File: src/rtl/alu3_pkg.sv
package alu3_pkg;

  localparam int OP_W = 12;

  typedef enum logic [1:0] {
    UNIT_NONE,
    UNIT_ARITH,
    UNIT_LOGIC,
    UNIT_SHIFT
  } unit_e;

  // Highest defined function index in each column group
  localparam logic [3:0] ROW0_LAST = 4'h9;
  localparam logic [3:0] ROW1_LAST = 4'h3;
  localparam logic [3:0] ROW2_LAST = 4'h9;
  localparam logic [3:0] ROW3_LAST = 4'h7;

  localparam logic [OP_W-1:0] OP_CMP_S = 12'h004;
  localparam logic [OP_W-1:0] OP_CMP_U = 12'h005;

  // Truth table for a bitwise function, indexed by {b_bit, c_bit}
  function automatic logic [3:0] bit_table(input logic [3:0] fn);
    case (fn)
      4'h0:    bit_table = 4'b1000; // and
      4'h1:    bit_table = 4'b1110; // or
      4'h2:    bit_table = 4'b0110; // xor
      4'h3:    bit_table = 4'b0111; // nand
      4'h4:    bit_table = 4'b0001; // nor
      4'h5:    bit_table = 4'b1001; // xnor
      4'h6:    bit_table = 4'b0010; // ~b & c
      4'h7:    bit_table = 4'b0100; // b & ~c
      4'h8:    bit_table = 4'b1011; // ~b | c
      4'h9:    bit_table = 4'b1101; // b | ~c
      default: bit_table = 4'b0000;
    endcase
  endfunction

endpackage

File: src/rtl/alu3_decode.sv
module alu3_decode
  import alu3_pkg::*;
(
  input  logic [OP_W-1:0] op,
  output unit_e           unit,
  output logic            legal
);

  logic [3:0] hi_row;
  logic [3:0] grp;
  logic [3:0] fn;

  assign hi_row = op[11:8];
  assign grp    = op[7:4];
  assign fn     = op[3:0];

  always_comb begin
    unit = UNIT_NONE;
    if (hi_row == 4'h0) begin
      case (grp)
        4'h0:    if (fn <= ROW0_LAST) unit = UNIT_ARITH;
        4'h1:    if (fn <= ROW1_LAST) unit = UNIT_ARITH;
        4'h2:    if (fn <= ROW2_LAST) unit = UNIT_LOGIC;
        4'h3:    if (fn <= ROW3_LAST) unit = UNIT_SHIFT;
        default: unit = UNIT_NONE;
      endcase
    end
  end

  assign legal = (unit != UNIT_NONE);

endmodule

File: src/rtl/alu3_arith.sv
module alu3_arith #(
  parameter int W = 32
) (
  input  logic         row1,
  input  logic [3:0]   fn,
  input  logic [W-1:0] b,
  input  logic [W-1:0] c,
  output logic [W-1:0] y
);

  localparam int PW = 2 * W;

  // shared comparator
  logic lt_s, lt_u, eq, lt_sel, gt_sel;
  assign lt_s   = $signed(b) < $signed(c);
  assign lt_u   = b < c;
  assign eq     = (b == c);
  assign lt_sel = fn[0] ? lt_u : lt_s;
  assign gt_sel = !lt_sel && !eq;

  // add / subtract through one adder
  logic         do_sub;
  logic [W-1:0] c_inv, sum;
  assign do_sub = fn[1];
  assign c_inv  = do_sub ? ~c : c;
  assign sum    = b + c_inv + {{(W-1){1'b0}}, do_sub};

  // single signed (W+1)x(W+1) multiplier serves both signednesses
  logic                 mul_signed;
  logic signed [W:0]    eb, ec;
  logic signed [PW-1:0] prod;
  assign mul_signed = !fn[3];
  assign eb   = {mul_signed & b[W-1], b};
  assign ec   = {mul_signed & c[W-1], c};
  assign prod = eb * ec;

  // max / min
  logic [W-1:0] mx, mn;
  assign mx = lt_sel ? c : b;
  assign mn = lt_sel ? b : c;

  logic [W-1:0] cmp_word;
  assign cmp_word = {{(W-3){1'b0}}, lt_sel, eq, gt_sel};

  always_comb begin
    y = '0;
    if (row1) begin
      y = fn[1] ? mn : mx;
    end else begin
      case (fn)
        4'h0, 4'h1, 4'h2, 4'h3: y = sum;
        4'h4, 4'h5:             y = cmp_word;
        4'h6, 4'h8:             y = prod[W-1:0];
        4'h7, 4'h9:             y = prod[PW-1:W];
        default:                y = '0;
      endcase
    end
  end

  always_comb begin
    a_r4_cmp_exclusive: assert ($onehot({lt_sel, eq, gt_sel}));
    a_r6_max_not_below_min: assert (fn[0] ? (mx >= mn) : ($signed(mx) >= $signed(mn)));
  end

endmodule

File: src/rtl/alu3_logic.sv
module alu3_logic
  import alu3_pkg::*;
#(
  parameter int W = 32
) (
  input  logic [3:0]   fn,
  input  logic [W-1:0] b,
  input  logic [W-1:0] c,
  output logic [W-1:0] y
);

  logic [3:0] tt;
  assign tt = bit_table(fn);

  for (genvar i = 0; i < W; i++) begin : g_bit
    assign y[i] = tt[{b[i], c[i]}];
  end

endmodule

File: src/rtl/alu3_shift.sv
module alu3_shift #(
  parameter int W    = 32,
  parameter int SH_W = $clog2(W)
) (
  input  logic [2:0]      fn,
  input  logic [W-1:0]    b,
  input  logic [SH_W-1:0] amt,
  output logic [W-1:0]    y
);

  localparam int DW = 2 * W;

  logic         go_right;
  logic [W-1:0] fill;
  logic [DW-1:0] left_src, right_src, left_sh, right_sh;

  assign go_right = fn[0];

  // fill word supplies the bits that enter from the vacated side
  always_comb begin
    case (fn[2:1])
      2'b00:   fill = go_right ? {W{b[W-1]}} : '0;
      2'b01:   fill = '0;
      2'b10:   fill = '1;
      default: fill = b;
    endcase
  end

  assign left_src  = {b, fill};
  assign right_src = {fill, b};
  assign left_sh   = left_src << amt;
  assign right_sh  = right_src >> amt;
  assign y         = go_right ? right_sh[W-1:0] : left_sh[DW-1:W];

  always_comb begin
    if (fn[2:1] == 2'b11) begin
      a_r10_rotate_keeps_ones: assert ($countones(y) == $countones(b));
    end
  end

endmodule

File: src/rtl/alu3_top.sv
module alu3_top
  import alu3_pkg::*;
#(
  parameter int W    = 32,
  parameter int SH_W = $clog2(W)
) (
  input  logic            clk,
  input  logic            rst,
  input  logic [OP_W-1:0] op_i,
  input  logic [W-1:0]    b_i,
  input  logic [W-1:0]    c_i,
  output logic [W-1:0]    res_o,
  output logic            legal_o
);

  unit_e        unit;
  logic         legal;
  logic [W-1:0] arith_y, logic_y, shift_y, nxt;

  alu3_decode u_dec (
    .op    (op_i),
    .unit  (unit),
    .legal (legal)
  );

  alu3_arith #(.W(W)) u_arith (
    .row1 (op_i[4]),
    .fn   (op_i[3:0]),
    .b    (b_i),
    .c    (c_i),
    .y    (arith_y)
  );

  alu3_logic #(.W(W)) u_logic (
    .fn (op_i[3:0]),
    .b  (b_i),
    .c  (c_i),
    .y  (logic_y)
  );

  alu3_shift #(.W(W), .SH_W(SH_W)) u_shift (
    .fn  (op_i[2:0]),
    .b   (b_i),
    .amt (c_i[SH_W-1:0]),
    .y   (shift_y)
  );

  always_comb begin
    case (unit)
      UNIT_ARITH: nxt = arith_y;
      UNIT_LOGIC: nxt = logic_y;
      UNIT_SHIFT: nxt = shift_y;
      default:    nxt = '0;
    endcase
  end

  always_ff @(posedge clk) begin
    if (rst) begin
      res_o   <= '0;
      legal_o <= 1'b0;
    end else begin
      res_o   <= nxt;
      legal_o <= legal;
    end
  end

  a_r1_reset_clears: assert property (@(posedge clk) disable iff (rst)
    $past(rst) |-> (res_o == '0 && !legal_o));

  a_r11_illegal_zero: assert property (@(posedge clk) disable iff (rst)
    !legal_o |-> (res_o == '0));

  a_r4_cmp_word_shape: assert property (@(posedge clk) disable iff (rst)
    (legal_o && ($past(op_i) == OP_CMP_S || $past(op_i) == OP_CMP_U))
      |-> (res_o[W-1:3] == '0 && $countones(res_o[2:0]) == 1));

  a_r2_legal_tracks_code: assert property (@(posedge clk) disable iff (rst)
    ($past(op_i[11:8]) != 4'h0) |-> !legal_o);

endmodule

File: config.mk
export PLATFORM = sky130hd
export DESIGN_NAME = alu3_top
export DESIGN_NICKNAME = d
export VERILOG_FILES = /design/src/rtl/alu3_pkg.sv /design/src/rtl/alu3_decode.sv /design/src/rtl/alu3_arith.sv /design/src/rtl/alu3_logic.sv /design/src/rtl/alu3_shift.sv /design/src/rtl/alu3_top.sv
export SDC_FILE = /design/constraint.sdc
export NUM_CORES = 2
export LEC_CHECK = 0
export BUFFER_PORTS_ARGS = -buffer_cell sky130_fd_sc_hd__buf_2
export CAP_MARGIN = 10
export CORE_UTILIZATION = 55
export CTS_CLUSTER_SIZE = 20
export DETAILED_ROUTE_END_ITERATION = 12
export PLACE_DENSITY_LB_ADDON = 0.25
export SETUP_SLACK_MARGIN = 0.5
export SLEW_MARGIN = 20
export SYNTH_ARGS = -nofsm -noshare
export SYNTH_HDL_FRONTEND = slang
export SYNTH_HIERARCHICAL = 1
export SYNTH_SLANG_ARGS = --single-unit
export TNS_END_PERCENT = 50
File: constraint.sdc
create_clock -name clk -period 20.4 [get_ports clk]
set_clock_uncertainty 0.2 [all_clocks]
set_input_delay 2.04 -clock clk [delete_from_list [all_inputs] [get_ports clk]]
set_output_delay 2.04 -clock clk [all_outputs]
set_load 0.01 [all_outputs]
# == After elaboration in Yosys (flattened, before gate mapping) ==
# Memories as Yosys holds them, arrays and structs flattened.
# Cells that the tools add are included.
# classes
mux,81
n_bitwise,3
n_mul,1
n_lt_le_gt_ge,37
n_reduce_logical,13
div,0
n_eq_ne,18
shifts,2
add_sub_neg,2
# op_table
operator,n
$mux W32,7
$pmux W32 S3,2
$pmux W32 S4,1
$lt A2 B3 Y1 const B,32
$bmux W1 S2,32
$lt A32 B32 Y1,2
$mul A33 B33 Y64,1
$shl A64 B5 Y64,1
$shr A64 B5 Y32,1
$mux W1,35
$add A32 B1 Y32,1
$add A32 B32 Y32,1
$eq A32 B32 Y1,1
$not A32 Y32,1
$eq A4 B2 Y1 const B,4
$eq A4 B3 Y1 const B,4
$logic_not A4 Y1,3
$eq A4 B1 Y1 const B,2
$eq A4 B4 Y1 const B,2
$pmux W2 S4,1
$eq A2 B2 Y1 const B,3
$mux W2,3
$reduce_or A2 Y1,3
$eq A2 B1 Y1 const B,2
other kinds (9),12
# word_totals
ramBits,0
regBits,33
word_cells,160
rom_bits,64
latch_bits,0
memories,1
# mem_list
name,words,word_bits,rd,rd_clocked_by_memory_dff,write_ports,line,source
(no name shown),16,4,1,0,0,alu3_pkg.sv:23,case (fn)

# == Longest topological paths before layout ==
# depth
depth_word,7
ltp_mapped,33
ltp_nobuf,30

# == Modules after synthesis ==
# The synthesis kept the hierarchy.
# modules_own_cells
module,instances,cells_each,area_per_inst_um2,seq_area_each_um2
alu3_arith,1,4843,42400.7,0.0
alu3_shift,1,1081,7917.6,0.0
alu3_logic,1,397,2817.7,0.0
alu3_top,1,148,1530.2,660.6
alu3_decode,1,14,100.1,0.0

# == Least setup slack after synthesis ==
# No wires, ideal clock.
# synth_timing
kind,input-to-reg
from,in b_i[31]
to,reg res_o[30]
path_stages,31
setup_slack_ns,10.008
arrival_time_ns,10.112
path_cell_list,clkbuf_1 nor2b_1 clkbuf_1 nand2_1 inv_1 fa_1 inv_1 fa_1 inv_1 fa_1 fa_1 inv_1 fa_1 inv_1 fa_1 inv_1 fa_1 fa_1 inv_1 ha_1 a21o_1 a211o_1 a21oi_1 a32oi_1 a211oi_2 o21ai_1 a21oi_1 mux2_2 o211ai_1 mux2i_1 a211oi_2
# synth_between
elab_chain_cells,6
elab_cells_between_ends,16
classes_between,mul (1); order compare (2); shift (2); mux (10); bitwise (1)
# synth_rtl
element,line,source
from (decl),alu3_top.sv:10,"input logic [W-1:0] b_i,"
"parallel branches: the longest is 4 deep, another holds $mul A33 B33 Y64",--,
$mux W32 *,alu3_arith.sv:47,if (row1) begin
named net arith_y[30],alu3_top.sv:18,"logic [W-1:0] arith_y, logic_y, shift_y, nxt;"
$pmux W32 S3 *,alu3_top.sv:49,case (unit)
to (signal assigned),alu3_top.sv:62,res_o <= nxt;
to (decl),alu3_top.sv:12,"output logic [W-1:0] res_o,"
# Mark *: on every way through the listed nets, which the timed path passes.
# A chain may end at the register's enable or synchronous reset.

# == Worst setup path in the final report ==
# layout_timing
from,in b_i[16]
to,reg res_o[20]
# layout_between
elab_chain_cells,6
elab_cells_between_ends,16
classes_between,add/sub (2); mul (1); order compare (2); shift (2); mux (9)
# layout_rtl
element,line
"parallel branches: the longest is 4 deep, another holds $mul A33 B33 Y64",--
$mux W32 *,alu3_arith.sv:47
named net arith_y[20],alu3_top.sv:18
$pmux W32 S3 *,alu3_top.sv:49
# Marked as above.

==> results.sh <==
export IMPL_nFillCells=9062
export IMPL_routedWlPerCell_um=27.5
export IMPL_worstSetupStartpointType="input pin"
export IMPL_yosys_area_top_type="fa_1"
export IMPL_root_buffer="clkbuf_16"
export IMPL_finalMaxSlewViolations=0
export IMPL_worstMarginPinSlew_ns=1.35
export IMPL_cts_tree="built"
export IMPL_yosys_warnings=6
export IMPL_synthCells=6483
export IMPL_slowest_delay_ns=0.82
export IMPL_drt_first_iter_violations=6414
export IMPL_yosysSeqAreaShare=0.0121
export IMPL_hp_class="in -> reg"
export IMPL_coreArea_mm2=0.0986
export IMPL_start_util=0.556
export IMPL_period_share=0.576
export IMPL_firstDrtPassIters=8
export IMPL_num_rows=115
export IMPL_ys_flop_type="dfxtp_1"
export IMPL_async_flop_share=0
export IMPL_track_usage=0.409
export IMPL_ant_nets=0
export IMPL_synth_edf_count=0
export IMPL_synth_area_top_cells="fa_1, inv_1, ha_1"
export IMPL_gp_congestion=1.07
export IMPL_htree_levels=2
export IMPL_cp_required_ns=20.39
export IMPL_die_x_um=318
export IMPL_cts_clk_slew_worst_paths_ns=0.06
export IMPL_grt_first_pass_wirelength_um=312000
export IMPL_whs_path_depth=5
export IMPL_antenna_found_initial=13
export IMPL_crit_type="in -> reg"
export IMPL_ios=111
export IMPL_dr_total_vias=48600
export IMPL_worstPathMaxFanout=23
export IMPL_finalWirelength_um=207000
export IMPL_grt_max_degree=86
export IMPL_drc=0
export IMPL_ys_types=106
export IMPL_synth_seq_cells=33
export IMPL_hold_violations=0
export IMPL_io_buffers=110
export IMPL_numCtsBuffers=5
export IMPL_vias_per_cell=6.48
export IMPL_area_delta_synth_final_pct=1.79
export IMPL_cts_resized=0
export IMPL_grt_overflow_total=0
export IMPL_slowest_stage="o21ai_1"
export IMPL_dp_hpwl_um=149000
export IMPL_drv_cap=0
export IMPL_drive_gt1_frac=0.0738
export IMPL_crit_top_cell="fa_1"
export IMPL_die_y_um=318
export IMPL_postCtsSetupRepairBufs=0
export IMPL_grt_pass1_vias=49900
export IMPL_synth_nets=7993
export IMPL_max_freq_ghz=0.0851
export IMPL_cts_sink_count=33
export IMPL_min_period_ns=11.75
export IMPL_cp_arrival_ns=11.74
export IMPL_syn_avg_cell_area_um2=8.45
export IMPL_synth_top_area_share=0.412
export IMPL_rsz0062_at_grt="no"
export IMPL_fin_nets=7726
export IMPL_worstHoldEndpoint="legal_o$_SDFF_PP0_"
export IMPL_cts_path_max_buffers=2
export IMPL_slew_headroom=0.0937
export IMPL_finalSetupViolCount=0
export IMPL_worstHoldStart="op_i[10]"
export IMPL_status="finished, final reports clean"
export IMPL_ctsHoldBuffers=0
export IMPL_worstSetupEndpointType="flip-flop"
export IMPL_fin_setup_tns_ns=0
export IMPL_synth_area_mm2=0.0548
export IMPL_dieArea_mm2=0.101
[flip-flops by register name, indices dropped and copies added (netlist names)]
signal / flops
legal_o: 1
res_o: 32
[worst max path at each step]
stage                        from                    to  slack, ns
after global routing      b_i[31]  res_o[30]$_SDFF_PP0_       8.52
after global placement    op_i[3]  res_o[30]$_SDFF_PP0_       9.04
after floorplan           b_i[31]  res_o[30]$_SDFF_PP0_      10.01
final                     b_i[16]  res_o[20]$_SDFF_PP0_       8.65
after CTS                 op_i[3]  res_o[30]$_SDFF_PP0_       9.08
after detailed placement  op_i[3]  res_o[30]$_SDFF_PP0_       8.81
[final cells by class]
cell class / instances / area (um2) / share of cell area
clock inverter: 1 / 30.0 / 0.000539
sequential: 33 / 661 / 0.0119
timing repair buffer: 223 / 1440 / 0.0258
tap: 1287 / 1610 / 0.0289
multi-input combinational: 4747 / 47300 / 0.849
antenna: 4 / 10.0 / 0.000180
inverter: 1206 / 4530 / 0.0812
clock buffer: 7 / 143 / 0.00256
[per-stage QoR]
step	utilization	hold WS, ns	cells	setup WS, ns	area (um2)
2_1_floorplan	-	2.10	6483	10.01	54800
3_3_place_gp	0.564	2.23	7496	9.04	55600
3_5_place_dp	0.564	2.23	7496	8.81	55600
4_1_cts	0.565	2.07	7504	9.08	55700
5_1_grt	0.565	2.11	7504	8.52	55700
6_report	0.566	2.08	7508	8.65	55700
[Yosys cell counts, types with 22 or more instances]
cell,n
a21oi_1,231
nand4_1,22
a221o_1,23
nor3_1,53
clkbuf_1,338
nand2b_1,44
a211oi_1,80
a211o_1,26
xor2_1,78
nor2b_1,33
a31oi_1,31
o22ai_1,64
mux4_2,63
nor2_1,280
ha_1,306
buf_4,22
a21o_1,47
o211ai_1,42
mux2_2,80
o221ai_1,25
nand2_1,860
o21ai_0,183
buf_2,75
and3_1,27
and2_1,320
fa_1,1126
buf_1,34
inv_1,1199
xnor2_1,68
mux2i_1,164
nand3_1,108
dfxtp_1,33
[kinds of logic after synthesis]
| family | synth area share |
|---|---|
| AOI/OAI and AO/OA | 0.130 |
| DFF | 0.0121 |
| xor gates and xnor gates | 0.0239 |
| muxes | 0.0740 |
| adders and majority gates | 0.482 |
| and+or+nand+nor | 0.154 |
| buffers and inverters | 0.124 |
[worst max-delay path: cells and delay by family]
kind | cells | cell delay (ns)
compound gates | 9 | 2.89
xor+xnor | 1 | 0.18
fa+ha+maj | 9 | 4.48
buf+inv | 7 | 1.28
mux | 1 | 0.16
simple gates | 2 | 0.69
[layer usage]
metal  wire length, um  vias up  GRT usage
li1                  -    20100          -
met1             77900    24400      0.534
met2             91000     3344      0.630
met3             23100      802     0.0879
met4             14700        8      0.242
met5                56        -    0.00142
[placed cells by master (no fill, tap or decap), types with 14 or more instances in the layout]
| master | n |
|---|---|
| a211o_1 | 26 |
| a211oi_1 | 80 |
| a21o_1 | 47 |
| a21oi_1 | 230 |
| a221o_1 | 23 |
| a221oi_1 | 15 |
| a22oi_1 | 21 |
| a31oi_1 | 31 |
| and2_1 | 320 |
| and3_1 | 27 |
| buf_2 | 103 |
| buf_4 | 116 |
| dfxtp_1 | 33 |
| fa_1 | 1125 |
| ha_1 | 306 |
| inv_1 | 1198 |
| mux2_2 | 80 |
| mux2i_1 | 164 |
| mux4_2 | 63 |
| nand2_1 | 860 |
| nand2b_1 | 44 |
| nand3_1 | 108 |
| nand4_1 | 22 |
| nor2_1 | 277 |
| nor2b_1 | 32 |
| nor3_1 | 53 |
| o211ai_1 | 42 |
| o21a_1 | 16 |
| o21ai_0 | 182 |
| o21ai_1 | 14 |
| o21bai_1 | 14 |
| o221ai_1 | 25 |
| o22ai_1 | 64 |
| or2_2 | 21 |
| or3_1 | 21 |
| xnor2_1 | 67 |
| xor2_1 | 78 |
Power is left out: the tool's default activity adds up to more than one toggle a clock period on the data nets, which glitch-free logic cannot reach.
